===== src/rtl/irq_arbiter_stack.sv =====
module irq_arbiter_stack #(
  parameter int PAGE_W = 6,
  parameter int WORD_W = 6,
  parameter int NPIN   = 2,
  parameter int DEPTH  = 4,
  localparam int PC_W  = PAGE_W + WORD_W
) (
  input  logic              clk,
  input  logic              rst_n,
  input  logic [NPIN-1:0]   pin_i,
  input  logic [NPIN-1:0]   mask_clr_i,
  input  logic              tmr_req_i,
  input  logic              ie_set_i,
  input  logic              ret_i,
  input  logic              rti_i,
  input  logic [PC_W-1:0]   pc_i,
  output logic              vec_valid_o,
  output logic [PC_W-1:0]   vec_addr_o,
  output logic [PC_W-1:0]   pc_ret_o,
  output logic [NPIN-1:0]   mask_o,
  output logic [NPIN-1:0]   pin_o
);
  localparam logic [PAGE_W-1:0] VPAGE  = {PAGE_W{1'b1}};
  localparam logic [PC_W-1:0]   VEC_IN = {VPAGE, WORD_W'(1)};
  localparam logic [PC_W-1:0]   VEC_TM = {VPAGE, {WORD_W{1'b0}}};

  logic [NPIN-1:0] pin_q, mask, lead, fire;
  logic            in_req, tm_req, ie;
  logic            take_in, take_tm, pop;
  logic [PC_W-1:0] stk [DEPTH];

  assign lead    = pin_i & ~pin_q;
  assign fire    = lead & ~mask;
  assign vec_valid_o = ie & (in_req | tm_req);
  assign take_in = vec_valid_o & in_req;
  assign take_tm = vec_valid_o & ~in_req;
  assign pop     = (ret_i | rti_i) & ~vec_valid_o;
  assign vec_addr_o = in_req ? VEC_IN : VEC_TM;
  assign pc_ret_o = stk[0];
  assign mask_o  = mask;
  assign pin_o   = pin_i;

  always_ff @(posedge clk or negedge rst_n) begin
    if (!rst_n) begin
      pin_q  <= '0;
      mask   <= '0;
      in_req <= 1'b0;
      tm_req <= 1'b0;
      ie     <= 1'b0;
    end else begin
      pin_q  <= pin_i;
      mask   <= (mask & ~mask_clr_i) | lead;
      in_req <= (in_req & ~take_in) | (|fire);
      tm_req <= (tm_req & ~take_tm) | tmr_req_i;
      if (vec_valid_o)             ie <= 1'b0;
      else if (rti_i || ie_set_i)  ie <= 1'b1;
    end
  end

  for (genvar i = 0; i < DEPTH; i++) begin : g_lvl
    logic [PC_W-1:0] push_val, pop_val;
    if (i == 0) begin : g_top
      assign push_val = pc_i;
    end else begin : g_mid
      assign push_val = stk[i-1];
    end
    if (i == DEPTH-1) begin : g_bot
      assign pop_val = stk[i];
    end else begin : g_up
      assign pop_val = stk[i+1];
    end
    always_ff @(posedge clk or negedge rst_n) begin
      if (!rst_n)           stk[i] <= '0;
      else if (vec_valid_o) stk[i] <= push_val;
      else if (pop)         stk[i] <= pop_val;
    end
  end
endmodule



===== config.mk =====
export PLATFORM = sky130hd
export DESIGN_NAME = irq_arbiter_stack
export DESIGN_NICKNAME = d
export VERILOG_FILES = /design/src/rtl/irq_arbiter_stack.sv
export SDC_FILE = /design/constraint.sdc
export NUM_CORES = 1
export LEC_CHECK = 0
export CAP_MARGIN = 20
export CORE_MARGIN = 10
export CORE_UTILIZATION = 46
export DETAILED_ROUTE_END_ITERATION = 6
export MAX_ROUTING_LAYER = met4
export PLACE_DENSITY_LB_ADDON = 0.3
export SLEW_MARGIN = 20
export SYNTH_ARGS = -nofsm -noshare
export SYNTH_HDL_FRONTEND = slang
export SYNTH_SLANG_ARGS = --single-unit

===== constraint.sdc =====
create_clock -name clk -period 1.3 [get_ports clk]
set_input_delay 0.325 -clock clk [delete_from_list [all_inputs] [get_ports clk]]
set_output_delay 0.325 -clock clk [all_outputs]
set_load 0.05 [all_outputs]

==> results of run 1 <==
repair_timing:
item / in CTS / in global routing
endpoints found under the setup margin: 45 / 45
resized for setup: 11 / 0
pin swaps: 1 / 0
buffers inserted: 1 / 0
cloned: 1 / 1
flip-flops by register name (all words and copies together), names as in the netlist:
signal	flops
g_lvl.pop_val	36
mask_o	2
pin_q	2
in_req	1
ie	1
pc_ret_o	12
tm_req	1
metrics by stage:
| stage | hold slack, ns | power [mW] | setup TNS (ns) | setup WS (ns) | area (um^2) |
|---|---|---|---|---|---|
| final | 0.00288 | 8.62 | -0.818 | -0.104 | 3470 |
| after global routing | 0.00996 | 9.18 | -3.88 | -0.171 | 3470 |
| after CTS | 0.00846 | 8.59 | -1.30 | -0.117 | 3440 |
| after detailed placement | 0.344 | 7.18 | -13.02 | -0.400 | 3270 |
| after global placement | 0.343 | 7.07 | -12.34 | -0.366 | 3270 |
| after floorplan | 0.0294 | 5.52 | 0 | 0.0702 | 2660 |
final timing paths:
path,startpoint,end,slack (ns)
setup / recovery,in_req$_DFF_PN0_,vec_valid_o,-0.10
hold reg to reg,pin_q[0]$_DFF_PN0_,mask_o[0]$_DFF_PN0_,0.47
setup reg to reg,in_req$_DFF_PN0_,g_lvl[2].pop_val[0]$_DFFE_PN0P_,-0.07
hold / removal,rst_n,pin_q[1]$_DFF_PN0_,0.003
min in group clk,pin_i[1],pin_q[1]$_DFF_PN0_,0.29
max in group asynchronous,rst_n,g_lvl[2].pop_val[4]$_DFFE_PN0P_,1.07
kinds of logic after synthesis:
| family | after synthesis |
|---|---|
| and+or+nand+nor | 42 |
| buffers and inverters | 31 |
| DFF | 55 |
| other | 2 |
| AOI/OAI and AO/OA | 41 |
| muxes | 48 |
placed cells by master, fill, tap and decap left out:
| cell | n |
|---|---|
| clkbuf_16 | 1 |
| o22ai_1 | 2 |
| inv_2 | 1 |
| nand2b_1 | 2 |
| bufinv_16 | 1 |
| buf_2 | 1 |
| a21oi_1 | 6 |
| buf_6 | 3 |
| a21oi_2 | 30 |
| or3_1 | 1 |
| buf_12 | 21 |
| nor2_1 | 37 |
| buf_4 | 11 |
| buf_16 | 1 |
| mux2i_2 | 1 |
| clkinv_2 | 1 |
| o21ai_4 | 1 |
| o311ai_0 | 1 |
| clkbuf_8 | 6 |
| nor2_8 | 1 |
| clkdlybuf4s50_1 | 16 |
| mux2i_1 | 35 |
| dfrtp_1 | 55 |
| dlygate4sd2_1 | 4 |
| mux2_1 | 12 |
| conb_1 | 11 |
| buf_8 | 1 |
| inv_1 | 4 |
| a21o_1 | 1 |
| nor3_1 | 1 |
layer usage:
metal  vias to the layer above  global-route usage, %
met5                         -                      -
met4                         0                   3.32
met3                         5                   4.16
met2                        28                   19.0
met1                       800                   13.6
li1                        823                      -
power breakdown:
group          switching (mW)  internal (mW)  total [mW]
sequential              0.568           2.39        2.95
clock                   0.546          0.624        1.17
combinational            2.30           2.20        4.49
total                    3.41           5.21        8.62
worst max-delay path, cell delays in order, from the launching register on:
cell and delay [ns]:
dfrtp_1 0.42, o21ai_4 0.16, inv_2 0.05, buf_6 0.15
area by class of cell:
cell class,count,area [um^2]
clock inverters,2,35.0
fillers,453,2070
clock buffers,6,82.6
inverters,5,18.8
multi-input cells,142,1060
repair buffers,59,805
flip-flops and latches,55,1380
well taps,72,90.1
==> out/metrics.sh, run 1 <==
DIE_HEIGHT_UM=95.6
DIE-AREA_UM2=9140
CRIT_ARRIVAL_NS=1.08
SYNTH-ADDER-AREA-SHARE_PCT=0
SYN_AREA_PER_CELL_UM2=12.0
AREA_FRACTION_IN_AND_OR_NAND_AND_NOR_CELLS_AFTER_SYNTHESIS_PCT=6.95
NETLIST_TOP_CELLS_AREA='dfrtp_1 (52%), mux2i_1 (14%), a21oi_2 (10%)'
NUMBER_OF_VIAS_AFTER_DETAILED_ROUTING=1656
GRT.OVERFLOW.TOTAL=0
ASYNC_FLOP_SHARE_PCT=100
OUTCOME='finished, violations left'
TIMING.SETUP.CRITICAL_PATH_CLASS='register to output pin'
SYNTH_TOP_AREA_SHARE_PCT=52.4
CLKSINKCOUNT=55
TIMING.FINAL.WS_SETUP_NS=-0.104
WORST_CLOCK_SKEW_NS=0.00609
IO_BUFFER_COUNT=39
CTS_INSERTED_BUFFERS=5
HOLD_CRIT_PATH_TYPE='input pin to asynchronous set/reset pin'
POST_SYNTH_XOR_AREA_FRACTION_PCT=0
FINALCOREUTILIZATION_PCT=62.6
FINAL_NUMBER_OF_SETUP_VIOLATING_ENDPOINTS=19
DRT_PRE_ANTENNA_ITERS=2
PLACE.DETAILED.INSTANCES=330
GRT_PASS1_WL_MM=8.40
LAYOUT_WORST_PATH_CYCLE_SHARE_PCT=108
WORSTSKEWPAIRLATENCY_NS=0.31
SYN-CELL-AREA_UM2=2630
LEAKAGE_nW=1.43
CTS.HOLD.BUFFERS_ADDED=0
POST_ROUTE_CELLS_DRIVE_ABOVE_1_SHARE_PCT=30.1
WORST_IR_DROP_VDD_mV=1.49
FINAL_INSTANCE_COUNT_EXCL_FILLERS=341
YS_TYPES=21
DR_WL_MET3_UM=292
SEQ_AREA_FRAC_SYNTH_PCT=52.4
LARGEST_NET_DEGREE_AT_THE_START_OF_GLOBAL_ROUTING=56
ANT_NETS=0
POST-SYNTH-TOP-COUNT-CELL='dfrtp_1'
SYNTH.YOSYS.WARNINGS=0
DP.FINAL_HPWL_MM=3.37
DR_WL_MET2_MM=2.47
POWER-PER-CELL-AREA_nW_PER_UM2=2480
GP_CONGESTION=0.707
CELL_DEPTH_OF_THE_WORST_FLOP_TO_FLOP_PATH=4
TRITONCTS='yes'
CLOCK.FMAX_GHz=0.712
CLKTRANSATPATHREGS_NS=0.10
SLEW_VIOL_FINAL=0
POST_DRT_WL_PER_CELL_UM=14.4
NUMBER_OF_GLOBAL_ROUTE_VIAS_BEFORE_REPAIR=1762
INITIAL_UTILIZATION_PCT=47.4
GLOBALROUTETOTALUTIL_PCT=11.8
VIOLATIONS='negative setup slack'
TIMING.CRITICAL_PATH.REQUIRED_NS=0.98
WL_MET1_MM=2.09
POST-ROUTE-DRC-COUNT=0
COUNT_OF_H_TREE_LEVELS_BUILT_DURING_CTS=2
NNETSFINAL=290
CLOCK_TREE.BUFFER_DEPTH=2
DETAIL_ROUTE.ITER0.VIOLATIONS=65
MAIN_COMBINATIONAL_CELL_FAMILY_BY_AREA_AFTER_SYNTHESIS='multiplexers'
TIMING.FINAL.HOLD_VIOLATIONS=0
POST_DRT_VIA_CELL_RATIO=4.86
SYNTH-EDFF-COUNT=0
TOP_LAYER_USED='met4'
CRITPATHMAXFANOUT=2
YS_DOMINANT_REG_CELL='dfrtp_1'
PERIOD_NEEDED_NS=1.40
YS_TOP_CELLS_BY_COUNT='dfrtp_1 (55), nor2_1 (37), mux2i_1 (36)'
TIMING.MAX_CAP.VIOLATIONS=0
SYNTH_COMPOUND_AREA_SHARE_PCT=12.6
SYNTH_AREA_LEADER_CELL='dfrtp_1'
DETAIL_ROUTE.WIRELENGTH_MM=4.91
ANTENNA_FOUND_INITIAL=0
SETUP.WORST_PATH.END_CLASS='output pin'
SYNTHESIS.INSTANCES=219
STARTPOINT_TYPE='register'
SYNTHMUXAREASHARE_PCT=18.8
FLOORPLAN.IO_PINS=51
NUM_ANTENNA_CELLS=0
CORE_AREA_UM2=5540
CHIPWIDTH_UM=95.6
CORE.ROWCOUNT=27
AREAGROWTHSYNTHTOFINISH_PCT=31.9
CTS-ROOT-BUF='clkbuf_8'
YS_SEQ_ELEMENTS=55
GRT_SETUP_UNREPAIRED='yes'
(Power assumes the default switching activity.)
==> run 2, diff against run 1 <==
--- a/config.mk
+++ b/config.mk
@@ -9,7 +9,6 @@
 export CORE_MARGIN = 10
 export CORE_UTILIZATION = 46
 export DETAILED_ROUTE_END_ITERATION = 6
-export MAX_ROUTING_LAYER = met4
 export PLACE_DENSITY_LB_ADDON = 0.3
 export SLEW_MARGIN = 20
 export SYNTH_ARGS = -nofsm -noshare
==> out/metrics.sh, run 2 (synthesis results as in run 1) <==
GRT_PASS1_WL_MM=8.38  # was 8.40 mm
IO_BUFFER_COUNT=39  # unchanged
CTS_INSERTED_BUFFERS=5  # unchanged
DETAILEDPLACE.WORSTSLACK_NS=-0.400  # unchanged
POST-ROUTE-DRC-COUNT=0  # unchanged
CLOCK_TREE.BUFFER_DEPTH=2  # unchanged
POWER-PER-CELL-AREA_nW_PER_UM2=2490  # was 2480 nW/um^2
COUNT_OF_H_TREE_LEVELS_BUILT_DURING_CTS=2  # unchanged
DP.FINAL_HPWL_MM=3.37  # unchanged
DETAIL_ROUTE.WIRELENGTH_MM=4.95  # was 4.91 mm
SETUP.WORST_PATH.END_CLASS='output pin'  # unchanged
VIOLATIONS='negative hold slack, negative setup slack'  # was negative setup slack
DIE-AREA_UM2=9140  # unchanged
INITIAL_UTILIZATION_PCT=47.4  # unchanged
SEQPWRFRAC_PCT=34.3  # about the same
GRT.OVERFLOW.TOTAL=0  # unchanged
NUMBER_OF_VIAS_AFTER_DETAILED_ROUTING=1658  # was 1,656
DETAIL_ROUTE.ITER0.VIOLATIONS=73  # was 65
STARTPOINT_TYPE='register'  # unchanged
WORSTSKEWPAIRLATENCY_NS=0.31  # about the same
REG2REG_SETUP_SLACK_NS=-0.08  # was -0.07 ns
POST_ROUTE_CELLS_DRIVE_ABOVE_1_SHARE_PCT=30.5  # was 30.1%
GP_CONGESTION=0.699  # was 0.707
TRITONCTS='yes'  # unchanged
HOLD_CRIT_PATH_TYPE='input pin to asynchronous set/reset pin'  # unchanged
CLKTRANSATPATHREGS_NS=0.09  # was 0.10 ns
COMBINATIONAL_POWER_SHARE_PCT=52.2  # was 52.1%
TIMING.MAX_CAP.VIOLATIONS=0  # unchanged
WORST_IR_DROP_VDD_mV=1.50  # was 1.49 mV
DRT_PRE_ANTENNA_ITERS=4  # was 2
WORST_CLOCK_SKEW_NS=0.00465  # was 0.00609 ns
POWER_SWITCHING_SHARE_PCT=39.6  # about the same
NNETSFINAL=290  # unchanged
AREAGROWTHSYNTHTOFINISH_PCT=32.0  # was 31.9%
FILLERINSTANCES=453  # unchanged
TIMING.SETUP.CRITICAL_PATH_CLASS='register to output pin'  # unchanged
SLEW_VIOL_FINAL=0  # unchanged
CLKSINKCOUNT=55  # unchanged
LEAKAGE_nW=1.42  # was 1.43 nW
NUMBER_OF_GLOBAL_ROUTE_VIAS_BEFORE_REPAIR=1766  # was 1,762
TIMING.FINAL.HOLD_VIOLATIONS=9  # was 0
CORE.ROWCOUNT=27  # unchanged
LAYOUT_COMMON_CELLS='dfrtp_1 (54), nor2_1 (37), mux2i_1 (35)'  # was dfrtp_1 (55), nor2_1 (37), mux2i_1 (35)
LAYOUT_WORST_PATH_CYCLE_SHARE_PCT=108  # about the same
LARGEST_REGISTER_FF_COUNT=36  # unchanged
DIE_HEIGHT_UM=95.6  # unchanged
MOST_COMMON_CELL_AFTER_LAYOUT_FILL_AND_TAPS_ASIDE='dfrtp_1'  # unchanged
GRT_SETUP_UNREPAIRED='yes'  # unchanged
FINAL_NUMBER_OF_SETUP_VIOLATING_ENDPOINTS=21  # was 19
POWER_FRAC_CLOCK_PCT=13.6  # about the same
CTS.HOLD.BUFFERS_ADDED=0  # unchanged
CTS-ROOT-BUF='clkbuf_8'  # unchanged
CHIPWIDTH_UM=95.6  # unchanged
POST_DRT_VIA_CELL_RATIO=4.86  # about the same
CORE_AREA_UM2=5540  # unchanged
POWER_SWITCHING_mW=3.41  # about the same
OUTCOME='finished, violations left'  # unchanged
POST_DRT_WL_PER_CELL_UM=14.5  # was 14.4 um
FINALHOLDWORSTSLACK_NS=-0.00850  # was 0.00288 ns
CRIT_ARRIVAL_NS=1.08  # about the same
LARGEST_NET_DEGREE_AT_THE_START_OF_GLOBAL_ROUTING=56  # unchanged
ANT_NETS=0  # unchanged
PLACED_AREA_UM2=3270  # unchanged
FINALCOREUTILIZATION_PCT=62.6  # about the same
TIMING.CRITICAL_PATH.REQUIRED_NS=0.98  # about the same
PERIOD_NEEDED_NS=1.40  # about the same
FLOORPLAN.IO_PINS=51  # unchanged
GLOBALROUTETOTALUTIL_PCT=11.4  # was 11.8%
CLOCK.FMAX_GHz=0.712  # about the same
CRITPATHMAXFANOUT=2  # unchanged
FINAL_DESIGN_INSTANCE_AREA_WITHOUT_FILL_UM2=3470  # about the same
ANTENNA_FOUND_INITIAL=0  # unchanged
INTERNAL_POWER_mW=5.21  # about the same
NUM_ANTENNA_CELLS=0  # unchanged
TIMING.FINAL.WS_SETUP_NS=-0.104  # about the same
-- run 2: cell types whose count changed in the layout (fill, tap and decap cells not counted) --
| cell | change |
|---|---|
| dfrtp_1 | -1 |
| dfrtp_2 | +1 |
-- run 2: layout make-up --
class                   instances  area (um^2)  area share, %
well taps                      72         90.1           2.60
flip-flops and latches         55         1380           39.7
clock buffers                   6         82.6           2.38
repair buffers                 59          805           23.2
multi-input cells             142         1060           30.6
inverters                       5         18.8          0.541
clock inverters                 2         35.0           1.01
-- run 2: path summary, 6_finish.rpt --
kind / start / end / depth (start not counted)
min in group clk: pin_i[1] / pin_q[1]$_DFF_PN0_ / 1
hold / removal: rst_n / tm_req$_DFF_PN0_ / 2
max in group asynchronous: rst_n / pc_ret_o[3]$_DFFE_PN0P_ / 2
hold reg to reg: pin_q[0]$_DFF_PN0_ / mask_o[0]$_DFF_PN0_ / 1
setup / recovery: in_req$_DFF_PN0_ / vec_valid_o / 3
setup reg to reg: in_req$_DFF_PN0_ / g_lvl[2].pop_val[2]$_DFFE_PN0P_ / 4
-- run 2: layer usage --
layer  global-route usage, %  wire [um]
met1                    13.5       2120
met2                    19.1       2500
met3                    4.24        302
met4                    3.32         31
met5                       0          0
-- run 2: what timing repair did --
action | in CTS | in global routing
pin swaps | 1 | 0
gates cloned | 1 | 1
gates resized for setup | 11 | 1
buffers inserted | 1 | 0
endpoints found under the setup margin | 45 | 46
-- run 2: power by group through the flow --
stage                     clock network [mW]  logic, mW  registers, mW
after floorplan                            0       2.12           3.40
after global placement                     0       4.11           2.96
after detailed placement                   0       4.19           2.99
after CTS                               1.18       4.45           2.96
after global routing                    1.27       4.84           3.07
final                                   1.17       4.50           2.96
-- run 2: critical path, cell delays in order (launching register included) --
cell and delay [ns]:
dfrtp_1 0.42, o21ai_4 0.16, inv_2 0.05, buf_6 0.15
-- run 2: metrics by stage --
step / total power [mW] / cells / TNS (ns)
2_1_floorplan: 5.52 / 228 / 0
3_3_place_gp: 7.07 / 330 / -12.34
3_5_place_dp: 7.18 / 330 / -13.02
4_1_cts: 8.59 / 340 / -1.30
5_1_grt: 9.18 / 341 / -3.88
6_report: 8.62 / 341 / -0.850
